`src/rtl/irq_pkg.sv`:
```
package irq_pkg;
  localparam int DW = 32;
  localparam int AW = 6;

  localparam int A_ST    = 'h00;
  localparam int A_STC   = 'h02;
  localparam int A_STS   = 'h04;
  localparam int A_MK    = 'h06;
  localparam int A_MKC   = 'h08;
  localparam int A_MKS   = 'h0A;
  localparam int A_CTRL  = 'h0C;
  localparam int A_MAP   = 'h10;
  localparam int A_THR   = 'h20;

  function automatic int words_for(input int bits);
    return (bits + DW - 1) / DW;
  endfunction
endpackage

```
`src/rtl/irq_src_bank.sv`:
```
module irq_src_bank #(
  parameter int N_SRC = 36
) (
  input  logic             clk_i,
  input  logic             rst_ni,
  input  logic [N_SRC-1:0] evt_i,
  input  logic [N_SRC-1:0] st_set_i,
  input  logic [N_SRC-1:0] st_clr_i,
  input  logic [N_SRC-1:0] mk_ld_en_i,
  input  logic [N_SRC-1:0] mk_ld_val_i,
  input  logic [N_SRC-1:0] mk_set_i,
  input  logic [N_SRC-1:0] mk_clr_i,
  output logic [N_SRC-1:0] stat_o,
  output logic [N_SRC-1:0] mask_o
);
  logic [N_SRC-1:0] stat_q, mask_q;

  // hardware events applied last so they are never lost
  always_ff @(posedge clk_i or negedge rst_ni) begin
    if (!rst_ni) begin
      stat_q <= '0;
      mask_q <= '0;
    end else begin
      stat_q <= ((stat_q & ~st_clr_i) | st_set_i) | evt_i;
      mask_q <= (((mask_q & ~mk_ld_en_i) | (mk_ld_val_i & mk_ld_en_i)) & ~mk_clr_i) | mk_set_i;
    end
  end

  assign stat_o = stat_q;
  assign mask_o = mask_q;

  AST_EVT_WINS: assert property (@(posedge clk_i) disable iff (!rst_ni)
    (evt_i != '0) |=> ((stat_q & $past(evt_i)) == $past(evt_i)));

  AST_CLR_TAKES: assert property (@(posedge clk_i) disable iff (!rst_ni)
    ((st_clr_i & ~evt_i & ~st_set_i) != '0) |=>
      ((stat_q & $past(st_clr_i & ~evt_i & ~st_set_i)) == '0));
endmodule

```
`src/rtl/irq_route.sv`:
```
module irq_route #(
  parameter int N_SRC     = 36,
  parameter int N_VEC     = 16,
  parameter int VEC_W     = 4,
  parameter int MAP_WORDS = 5
) (
  input  logic                      clk_i,
  input  logic                      rst_ni,
  input  logic [MAP_WORDS-1:0]      map_we_i,
  input  logic [irq_pkg::DW-1:0]    wdata_i,
  input  logic [N_SRC-1:0]          stat_i,
  input  logic [N_SRC-1:0]          mask_i,
  input  logic [N_VEC-1:0]          fire_i,
  output logic [N_SRC*VEC_W-1:0]    map_flat_o,
  output logic [N_VEC-1:0]          req_o,
  output logic [N_SRC-1:0]          sent_o
);
  localparam int DW = irq_pkg::DW;

  logic [VEC_W-1:0] map_q [N_SRC];
  logic [N_SRC-1:0] act;

  assign act = stat_i & mask_i;

  for (genvar s = 0; s < N_SRC; s++) begin : g_src
    localparam int WRD = (s * VEC_W) / DW;
    localparam int OFF = (s * VEC_W) % DW;
    always_ff @(posedge clk_i or negedge rst_ni) begin
      if (!rst_ni)            map_q[s] <= '0;
      else if (map_we_i[WRD]) map_q[s] <= wdata_i[OFF +: VEC_W];
    end
    assign map_flat_o[s*VEC_W +: VEC_W] = map_q[s];
    assign sent_o[s] = act[s] & fire_i[map_q[s]];
  end

  always_comb begin
    req_o = '0;
    for (int v = 0; v < N_VEC; v++) begin
      for (int s = 0; s < N_SRC; s++) begin
        if (act[s] && (map_q[s] == VEC_W'(v))) req_o[v] = 1'b1;
      end
    end
  end

  AST_SENT_IS_ACTIVE: assert property (@(posedge clk_i) disable iff (!rst_ni)
    (sent_o & ~(stat_i & mask_i)) == '0);
endmodule

```
`src/rtl/irq_throttle.sv`:
```
module irq_throttle #(
  parameter int CNT_W = 16
) (
  input  logic             clk_i,
  input  logic             rst_ni,
  input  logic             tick_i,
  input  logic             req_i,
  input  logic             intv_we_i,
  input  logic [CNT_W-1:0] intv_i,
  output logic             fire_o,
  output logic             irq_o,
  output logic [CNT_W-1:0] intv_o,
  output logic [CNT_W-1:0] cnt_o
);
  logic [CNT_W-1:0] intv_q, cnt_q;
  logic             armed_q, irq_q, fire;

  assign fire = req_i && armed_q && (cnt_q == '0);

  always_ff @(posedge clk_i or negedge rst_ni) begin
    if (!rst_ni) begin
      intv_q  <= '0;
      cnt_q   <= '0;
      armed_q <= 1'b1;
      irq_q   <= 1'b0;
    end else begin
      irq_q <= fire;
      if (intv_we_i) intv_q <= intv_i;
      if (fire)         armed_q <= 1'b0;
      else if (!req_i)  armed_q <= 1'b1;
      if (fire)                       cnt_q <= intv_q;
      else if (tick_i && cnt_q != '0) cnt_q <= cnt_q - 1'b1;
    end
  end

  assign fire_o = fire;
  assign irq_o  = irq_q;
  assign intv_o = intv_q;
  assign cnt_o  = cnt_q;

  AST_ONE_PULSE: assert property (@(posedge clk_i) disable iff (!rst_ni)
    irq_q |=> !irq_q);

  AST_CNT_LOAD: assert property (@(posedge clk_i) disable iff (!rst_ni)
    irq_q |-> (cnt_q == $past(intv_q)));

  AST_HOLD_WHILE_CNT: assert property (@(posedge clk_i) disable iff (!rst_ni)
    (cnt_q != '0) |=> !irq_q);

  AST_CNT_IDLE: assert property (@(posedge clk_i) disable iff (!rst_ni)
    ((cnt_q == '0) && !fire) |=> (cnt_q == '0));
endmodule

```
`src/rtl/irq_aggr.sv`:
```
module irq_aggr
  import irq_pkg::*;
#(
  parameter int N_PER_CLASS = 12,
  parameter int N_VEC       = 16,
  parameter int CNT_W       = 16
) (
  input  logic                   clk_i,
  input  logic                   rst_ni,
  input  logic [N_PER_CLASS-1:0] tx_done_i,
  input  logic [N_PER_CLASS-1:0] rx_done_i,
  input  logic [N_PER_CLASS-1:0] rx_low_i,
  input  logic                   tick_i,
  input  logic [AW-1:0]          addr_i,
  input  logic                   wr_en_i,
  input  logic [DW-1:0]          wr_data_i,
  input  logic                   rd_en_i,
  output logic [DW-1:0]          rd_data_o,
  output logic [N_VEC-1:0]       irq_o
);
  localparam int N_SRC     = 3 * N_PER_CLASS;
  localparam int VEC_W     = $clog2(N_VEC);
  localparam int ST_WORDS  = words_for(N_SRC);
  localparam int MAP_WORDS = words_for(N_SRC * VEC_W);

  logic [N_SRC-1:0] evt, stat, mask, sent;
  logic [N_SRC-1:0] st_set, st_clr, mk_ld_en, mk_ld_val, mk_set, mk_clr;
  logic [N_VEC-1:0] req, fire;
  logic [N_SRC*VEC_W-1:0] map_flat;
  logic [MAP_WORDS-1:0] map_we;
  logic [CNT_W-1:0] intv [N_VEC];
  logic [CNT_W-1:0] cnt  [N_VEC];
  logic [ST_WORDS*DW-1:0]  stat_w, mask_w;
  logic [MAP_WORDS*DW-1:0] map_w;
  logic auto_clr_q;
  logic [DW-1:0] rd_q, rd_d;

  assign evt = {rx_low_i, rx_done_i, tx_done_i};

  always_comb begin
    for (int s = 0; s < N_SRC; s++) begin
      st_set[s]    = wr_en_i && addr_i == AW'(A_STS + s / DW) && wr_data_i[s % DW];
      st_clr[s]    = (wr_en_i && addr_i == AW'(A_STC + s / DW) && wr_data_i[s % DW])
                   || (rd_en_i && addr_i == AW'(A_ST + s / DW))
                   || (auto_clr_q && sent[s]);
      mk_ld_en[s]  = wr_en_i && addr_i == AW'(A_MK + s / DW);
      mk_ld_val[s] = wr_data_i[s % DW];
      mk_set[s]    = wr_en_i && addr_i == AW'(A_MKS + s / DW) && wr_data_i[s % DW];
      mk_clr[s]    = wr_en_i && addr_i == AW'(A_MKC + s / DW) && wr_data_i[s % DW];
    end
    for (int w = 0; w < MAP_WORDS; w++)
      map_we[w] = wr_en_i && addr_i == AW'(A_MAP + w);
  end

  always_ff @(posedge clk_i or negedge rst_ni) begin
    if (!rst_ni)                                 auto_clr_q <= 1'b0;
    else if (wr_en_i && addr_i == AW'(A_CTRL)) auto_clr_q <= wr_data_i[0];
  end

  irq_src_bank #(.N_SRC(N_SRC)) u_src_bank (
    .clk_i, .rst_ni,
    .evt_i      (evt),
    .st_set_i   (st_set),
    .st_clr_i   (st_clr),
    .mk_ld_en_i (mk_ld_en),
    .mk_ld_val_i(mk_ld_val),
    .mk_set_i   (mk_set),
    .mk_clr_i   (mk_clr),
    .stat_o     (stat),
    .mask_o     (mask)
  );

  irq_route #(.N_SRC(N_SRC), .N_VEC(N_VEC), .VEC_W(VEC_W), .MAP_WORDS(MAP_WORDS)) u_route (
    .clk_i, .rst_ni,
    .map_we_i  (map_we),
    .wdata_i   (wr_data_i),
    .stat_i    (stat),
    .mask_i    (mask),
    .fire_i    (fire),
    .map_flat_o(map_flat),
    .req_o     (req),
    .sent_o    (sent)
  );

  for (genvar v = 0; v < N_VEC; v++) begin : g_vec
    irq_throttle #(.CNT_W(CNT_W)) u_thr (
      .clk_i, .rst_ni, .tick_i,
      .req_i    (req[v]),
      .intv_we_i(wr_en_i && addr_i == AW'(A_THR + v)),
      .intv_i   (wr_data_i[CNT_W-1:0]),
      .fire_o   (fire[v]),
      .irq_o    (irq_o[v]),
      .intv_o   (intv[v]),
      .cnt_o    (cnt[v])
    );
  end

  assign stat_w = (ST_WORDS*DW)'(stat);
  assign mask_w = (ST_WORDS*DW)'(mask);
  assign map_w  = (MAP_WORDS*DW)'(map_flat);

  always_comb begin
    rd_d = '0;
    for (int w = 0; w < ST_WORDS; w++) begin
      if (addr_i == AW'(A_ST + w)) rd_d = stat_w[w*DW +: DW];
      if (addr_i == AW'(A_MK + w)) rd_d = mask_w[w*DW +: DW];
    end
    for (int w = 0; w < MAP_WORDS; w++)
      if (addr_i == AW'(A_MAP + w)) rd_d = map_w[w*DW +: DW];
    for (int v = 0; v < N_VEC; v++)
      if (addr_i == AW'(A_THR + v)) rd_d = DW'({cnt[v], intv[v]});
    if (addr_i == AW'(A_CTRL)) rd_d = DW'(auto_clr_q);
  end

  always_ff @(posedge clk_i or negedge rst_ni) begin
    if (!rst_ni) rd_q <= '0;
    else         rd_q <= rd_en_i ? rd_d : '0;
  end

  assign rd_data_o = rd_q;

  AST_RD_IDLE_ZERO: assert property (@(posedge clk_i) disable iff (!rst_ni)
    !rd_en_i |=> (rd_data_o == '0));

  AST_IRQ_HAS_SRC: assert property (@(posedge clk_i) disable iff (!rst_ni)
    (irq_o != '0) |-> ($past(stat & mask) != '0));
endmodule

```
`config.mk`:
```
export PLATFORM = sky130hd
export DESIGN_NAME = irq_aggr
export DESIGN_NICKNAME = d
export VERILOG_FILES = /design/src/rtl/irq_pkg.sv /design/src/rtl/irq_src_bank.sv /design/src/rtl/irq_route.sv /design/src/rtl/irq_throttle.sv /design/src/rtl/irq_aggr.sv
export SDC_FILE = /design/constraint.sdc
export NUM_CORES = 2
export LEC_CHECK = 0
export ABC_AREA = 0
export BUFFER_PORTS_ARGS = -buffer_cell sky130_fd_sc_hd__buf_2
export CAP_MARGIN = 10
export CORE_ASPECT_RATIO = 1.2
export CORE_MARGIN = 3
export CORE_UTILIZATION = 58
export DETAILED_ROUTE_END_ITERATION = 8
export PLACE_DENSITY = 0.88
export SLEW_MARGIN = 25
export SYNTH_ARGS = -nofsm -noshare
export SYNTH_HDL_FRONTEND = slang
export SYNTH_HIERARCHICAL = 1
export SYNTH_SLANG_ARGS = --single-unit
```
`constraint.sdc`:
```
create_clock -name clk_i -period 3.9 [get_ports clk_i]
set_clock_uncertainty 0.15 [all_clocks]
set_input_delay 0.78 -clock clk_i [delete_from_list [all_inputs] [get_ports clk_i]]
set_output_delay 0.78 -clock clk_i [all_outputs]
set_load 0.05 [all_outputs]
```
==> flow_summary_export.csv, run 1 <==
group,metric,value,unit
status,status,"aborted with a tool error",
status,lastStage,"global routing (5_1_grt)",
status,toolErrorMsg,"[ERROR GRT-0116] Global routing finished with congestion. Check the congestion regions in the DRC Viewer.",
synth,postSynth.topFlopCell,"dfrtp_1",
place,place_hpwl,237.4,mm
global_route,track_usage,76.40,%
synth,syn_inst,5533,
die,rows,122,
synth,synth_mux_area_share,17.17,%
die,ios,127,
synth,async_flop_share,100.0,%
clock_tree,ctsRootBufferMaster,"clkbuf_16",
global_route,grt_start_max_net_pins,142,
synth,yosysWarningCount,6,
synth,synthTopCellsByArea,"dfrtp_1, mux2_2, mux4_2, nand2_1, nor2_1",
synth,synth_top_family_by_area,"simple AND/OR/NAND/NOR gates",
synth,yosys.area.top_type,"dfrtp_1",
clock_tree,cts_max_level,3,
synth,synth_edf_count,0,
synth,syn_nets,5644,
place,dpl.cell_count,7641,
place,routabilityCongestion,1.553,
synth,synth_top_area_share,35.80,%
synth,syn_area_per_cell,9.817,um2
die,die_w,285.4,um
place,place_area,64310,um2
die,die_height,341.2,um
synth,synth_compound_area_share,14.19,%
synth,synth-adder-area-share,0.7371,%
global_route,grt_pass1_vias,68438,
synth,synth-seq-cells,793,
clock_tree,clock_sink_count,793,
clock_tree,clock_path_buffers,3,
synth,synth-simple-area-share,24.94,%
synth,ys_types,102,
global_route,grt_pass1_wl,544.1,mm
synth,syn-cell-area,54320,um2
die,initial_utilization,58.72,%
clock_tree,cts_buffers,85,
place,io_buffers,126,
synth,seq_area_frac_synth,36.57,%
global_route,overflow,829,
synth,yosys.area_share.xor_xnor,1.758,%
-- kinds of logic after synthesis --
| group | Yosys count |
|---|---|
| compound gates | 1103 |
| xor+xnor | 109 |
| fa+ha+maj | 32 |
| buf+inv | 500 |
| flops | 793 |
| mux | 652 |
| simple gates | 2344 |
-- synthesized netlist by cell type (all sizes together), types with 25 or more instances --
cell / count
dfrtp: 777
nand2: 544
nor2: 418
mux2: 403
nor3: 258
nor4: 240
clkbuf: 227
o21ai: 196
buf: 194
mux4: 183
o22ai: 178
a21oi: 152
and2: 143
nand4: 130
nand4b: 116
nand3: 115
a22oi: 97
inv: 79
nand2b: 77
mux2i: 66
a221o: 60
xnor2: 60
nor4b: 51
nor2b: 49
xor2: 49
and3: 47
a211oi: 44
or3: 43
a221oi: 37
o21bai: 36
nor3b: 34
a31oi: 32
ha: 32
o32ai: 29
o221ai: 25
-- stage by stage --
stage          setup slack [ps]  hold WS [ps]
4_1_cts                  -341.7         140.9
3_5_place_dp             -933.0         311.9
3_3_place_gp             -814.0         299.1
2_1_floorplan            -27.88         289.3
-- layer usage --
layer / GRT overflow / global-route usage (%)
met5: 2 / 39.05
met4: 319 / 73.30
met3: 15 / 65.32
met2: 475 / 89.79
met1: 18 / 76.61
-- repair_timing --
item / in CTS
pin swaps: 78
setup endpoints to repair: 37
hold buffers: 1
buffers inserted: 44
gates resized for setup: 167
endpoints found under the hold margin: 18
gates cloned: 6
==> inputs of run 2 (changes only) <==
--- a/config.mk
+++ b/config.mk
@@ -8,11 +8,10 @@
 export ABC_AREA = 0
 export BUFFER_PORTS_ARGS = -buffer_cell sky130_fd_sc_hd__buf_2
 export CAP_MARGIN = 10
-export CORE_ASPECT_RATIO = 1.2
 export CORE_MARGIN = 3
-export CORE_UTILIZATION = 58
+export CORE_UTILIZATION = 40
 export DETAILED_ROUTE_END_ITERATION = 8
-export PLACE_DENSITY = 0.88
+export PLACE_DENSITY_LB_ADDON = 0.15
 export SLEW_MARGIN = 25
 export SYNTH_ARGS = -nofsm -noshare
 export SYNTH_HDL_FRONTEND = slang
==> constraint.sdc (replaced) <==
create_clock -name clk_i -period 5.07 [get_ports clk_i]
set_clock_uncertainty 0.15 [all_clocks]
set_input_delay 1.014 -clock clk_i [delete_from_list [all_inputs] [get_ports clk_i]]
set_output_delay 1.014 -clock clk_i [all_outputs]
set_load 0.05 [all_outputs]
==> flow_summary_export.csv, run 2 <==
group,metric,value,unit
detailed_routing,postRouteAntennaNets,0,
clock_tree,clkSlewWorstSetupHoldPaths,60,ps
worst_setup_path,reg2reg_slack,-60,ps
synth,synth-simple-area-share,24.94,%
clock_tree,ctsRootBufferMaster,"clkbuf_16",
status,status,"finished with violations",
clock_tree,clock_sink_count,793,
synth,synth_common_cells,"dfrtp_1, nand2_1, nor2_1",
timing,rsz0062_at_grt,"yes",
synth,synth-seq-cells,793,
final_layout,layout_common_cells,"buf_4, dfrtp_1, nand2_1",
timing,hold_viol_final,0,
global_route,grt_start_max_net_pins,101,
synth,postSynth.topFlopCell,"dfrtp_1",
job,drv_cap,0,
die,ios,127,
place,routabilityCongestion,1.169,
final_layout,fin_nets,6356,
detailed_routing,routed_wl,379.6,mm
synth,yosys.area.top_type,"dfrtp_1",
timing,drv_slew,0,
worst_setup_path,crit_required,5570,ps
final_layout,final_common_cell,"buf_4",
synth,synth_edf_count,0,
power_and_ir_drop,leakagePower,27.35,nW
worst_setup_path,path_class,"reg2reg",
synth,yosysWarningCount,6,
timing,fin_crit_sh,101.1,%
hold_path,min_path_type,"in2async",
detailed_routing,viasPerCell,7.362,
clock_tree,cts_tree,"yes",
die,die-area,140200,um2
die,fp.coreArea,134100,um2
global_route,grt_antenna_before_repair,50,
synth,synth-adder-area-share,0.7371,%
worst_setup_path,timing.rr.end,"u_src_bank/stat_o[7]$_DFF_PN0_",
status,violations,"DRC, setup timing",
global_route,grt_pass1_wl,502.5,mm
place,io_buffers,126,
worst_setup_path,path_max_fanout,37,
synth,async_flop_share,100.0,%
synth,yosys.area_share.xor_xnor,1.758,%
clock_tree,clock_path_buffers,3,
global_route,track_usage,52.58,%
synth,synth_top_family_by_area,"simple AND/OR/NAND/NOR gates",
timing,tightest_slew,1275,ps
die,rows,134,
power_and_ir_drop,power,23.53,mW
timing,period_needed,5126,ps
power_and_ir_drop,peakVddDrop,0.0003413,V
synth,syn_inst,5533,
final_layout,synthToLayoutAreaGrowth,22.27,%
clock_tree,ctsHoldBuffers,0,
die,initial_utilization,40.50,%
synth,synth_mux_area_share,17.17,%
detailed_routing,drtIter0Drc,10628,
die,die_w,374.5,um
detailed_routing,drcViolationCount,4,
worst_setup_path,reg2reg_depth,17,
clock_tree,clock_latency,760,ps
global_route,grt_pass1_vias,55236,
final_layout,drive_gt1_share,31.72,%
synth,syn-cell-area,54320,um2
worst_setup_path,worst_ep_arrival_time,5620,ps
synth,synth_compound_area_share,14.19,%
synth,syn_area_per_cell,9.817,um2
timing,setup_tns,-341.8,ps
detailed_routing,first_pass_iters,9,
die,die_height,374.5,um
synth,seq_area_frac_synth,36.57,%
synth,synthTopCellsByArea,"dfrtp_1, mux2_2, mux4_2, nand2_1, nor2_1",
worst_setup_path,end_kind,"flop",
timing,max_freq,195.1,MHz
worst_setup_path,reg2reg_from,"u_route/map_flat_o[138]$_DFFE_PN0P_",
detailed_routing,wl_per_cell,46.75,um
power_and_ir_drop,pwr_density_cell,354.3,nW/um2
timing,slew_headroom,15.01,%
detailed_routing,num_vias,59781,
synth,ys_types,102,
worst_setup_path,start_kind,"flop",
timing,fin_ws,-56.18,ps
timing,setup_violations,14,
place,place_hpwl,297.6,mm
clock_tree,cts_buffers,96,
synth,synthMostInstantiatedCell,"dfrtp_1",
global_route,overflow,0,
clock_tree,cts_max_level,3,
synth,syn_nets,5644,
synth,synth_top_area_share,35.80,%
[run 2: cell counts after synthesis]
No cell type changed its count.
[run 2: stage by stage]
| step | hold slack [ps] | instances | cell area, um2 | worst slack [ps] | utilization (%) |
|---|---|---|---|---|---|
| finish | 123.4 | 8120 | 66410 | -56.18 | 49.51 |
| detailed placement | 301.2 | 7912 | 62820 | 24.96 | 46.84 |
| global placement | 298.7 | 7909 | 62760 | -31.48 | 46.79 |
| global route | 174.7 | 8100 | 66360 | -12.42 | 49.48 |
| floorplan | 289.3 | 5533 | 54320 | 783.7 | - |
| CTS | 193.8 | 8092 | 66270 | 1.729 | 49.41 |
[run 2: timing repair]
| item | in CTS | in global routing |
|---|---|---|
| gates resized for setup | 0 | 5 |
| buffers inserted | 0 | 2 |
| setup endpoints to repair | 0 | 36 |
[run 2: worst max-delay path by stage]
stage / from / end / slack (ps) / cells past startpoint
floorplan: addr_i[3] / u_src_bank/mask_o[0]$_DFF_PN0_ / 780 / 6
global placement: u_route/map_flat_o[33]$_DFFE_PN0P_ / u_src_bank/stat_o[22]$_DFF_PN0_ / -30 / 14
detailed placement: u_route/map_flat_o[138]$_DFFE_PN0P_ / u_src_bank/stat_o[9]$_DFF_PN0_ / 20 / 17
CTS: u_route/map_flat_o[138]$_DFFE_PN0P_ / u_src_bank/stat_o[24]$_DFF_PN0_ / 2 / 17
global route: u_route/map_flat_o[138]$_DFFE_PN0P_ / u_src_bank/stat_o[7]$_DFF_PN0_ / -10 / 17
finish: u_route/map_flat_o[138]$_DFFE_PN0P_ / u_src_bank/stat_o[7]$_DFF_PN0_ / -60 / 17
[run 2: layer usage]
| layer | global-route usage (%) | up-vias | share of wire (%) |
|---|---|---|---|
| met5 | 1.509 | - | 0.086 |
| met2 | 71.67 | 5607 | 39 |
| met3 | 23.12 | 1515 | 14 |
| met1 | 64.33 | 29961 | 36 |
| li1 | - | 22672 | - |
| met4 | 41.07 | 26 | 10 |
[run 2: cells by family after synthesis]
kind of cell | after synthesis
flops | 793
simple gates | 2344
mux | 652
xor+xnor | 109
buf+inv | 500
compound gates | 1103
fa+ha+maj | 32
[run 2: final cells by class]
type,instances,area (um2)
Multi-Input combinational cell,4240,32140
Clock buffer,142,2846
Inverter,79,296.5
Antenna cell,25,62.56
Clock inverter,38,604.3
Timing Repair Buffer,1035,8389
Tap cell,1768,2212
Sequential cell,793,19870
Fill cell,12502,67710
[run 2: critical path, stage by stage (launching register included)]
cell and delay (ps):
dfrtp_1 480, nand4b_1 440, buf_4 250, o22ai_1 150, buf_4 210, nor4_2 460, buf_4 180, and3_1 280
nand4_1 140, buf_4 190, nand2_1 110, nor3_4 60, buf_12 210, mux4_2 490, mux4_2 440, and3_1 190
a221o_1 330, o21ai_0 210
[run 2: report_power, final]
part / internal (mW) / switching [mW] / leakage (nW) / total [mW]
Combinational: 2.47 / 3.95 / 15.9 / 6.42
Sequential: 7.27 / 2.20 / 9.73 / 9.47
Clock: 4.48 / 3.17 / 1.69 / 7.65
Total: 14.2 / 9.31 / 27.3 / 23.5
(Power assumes the default switching activity.)
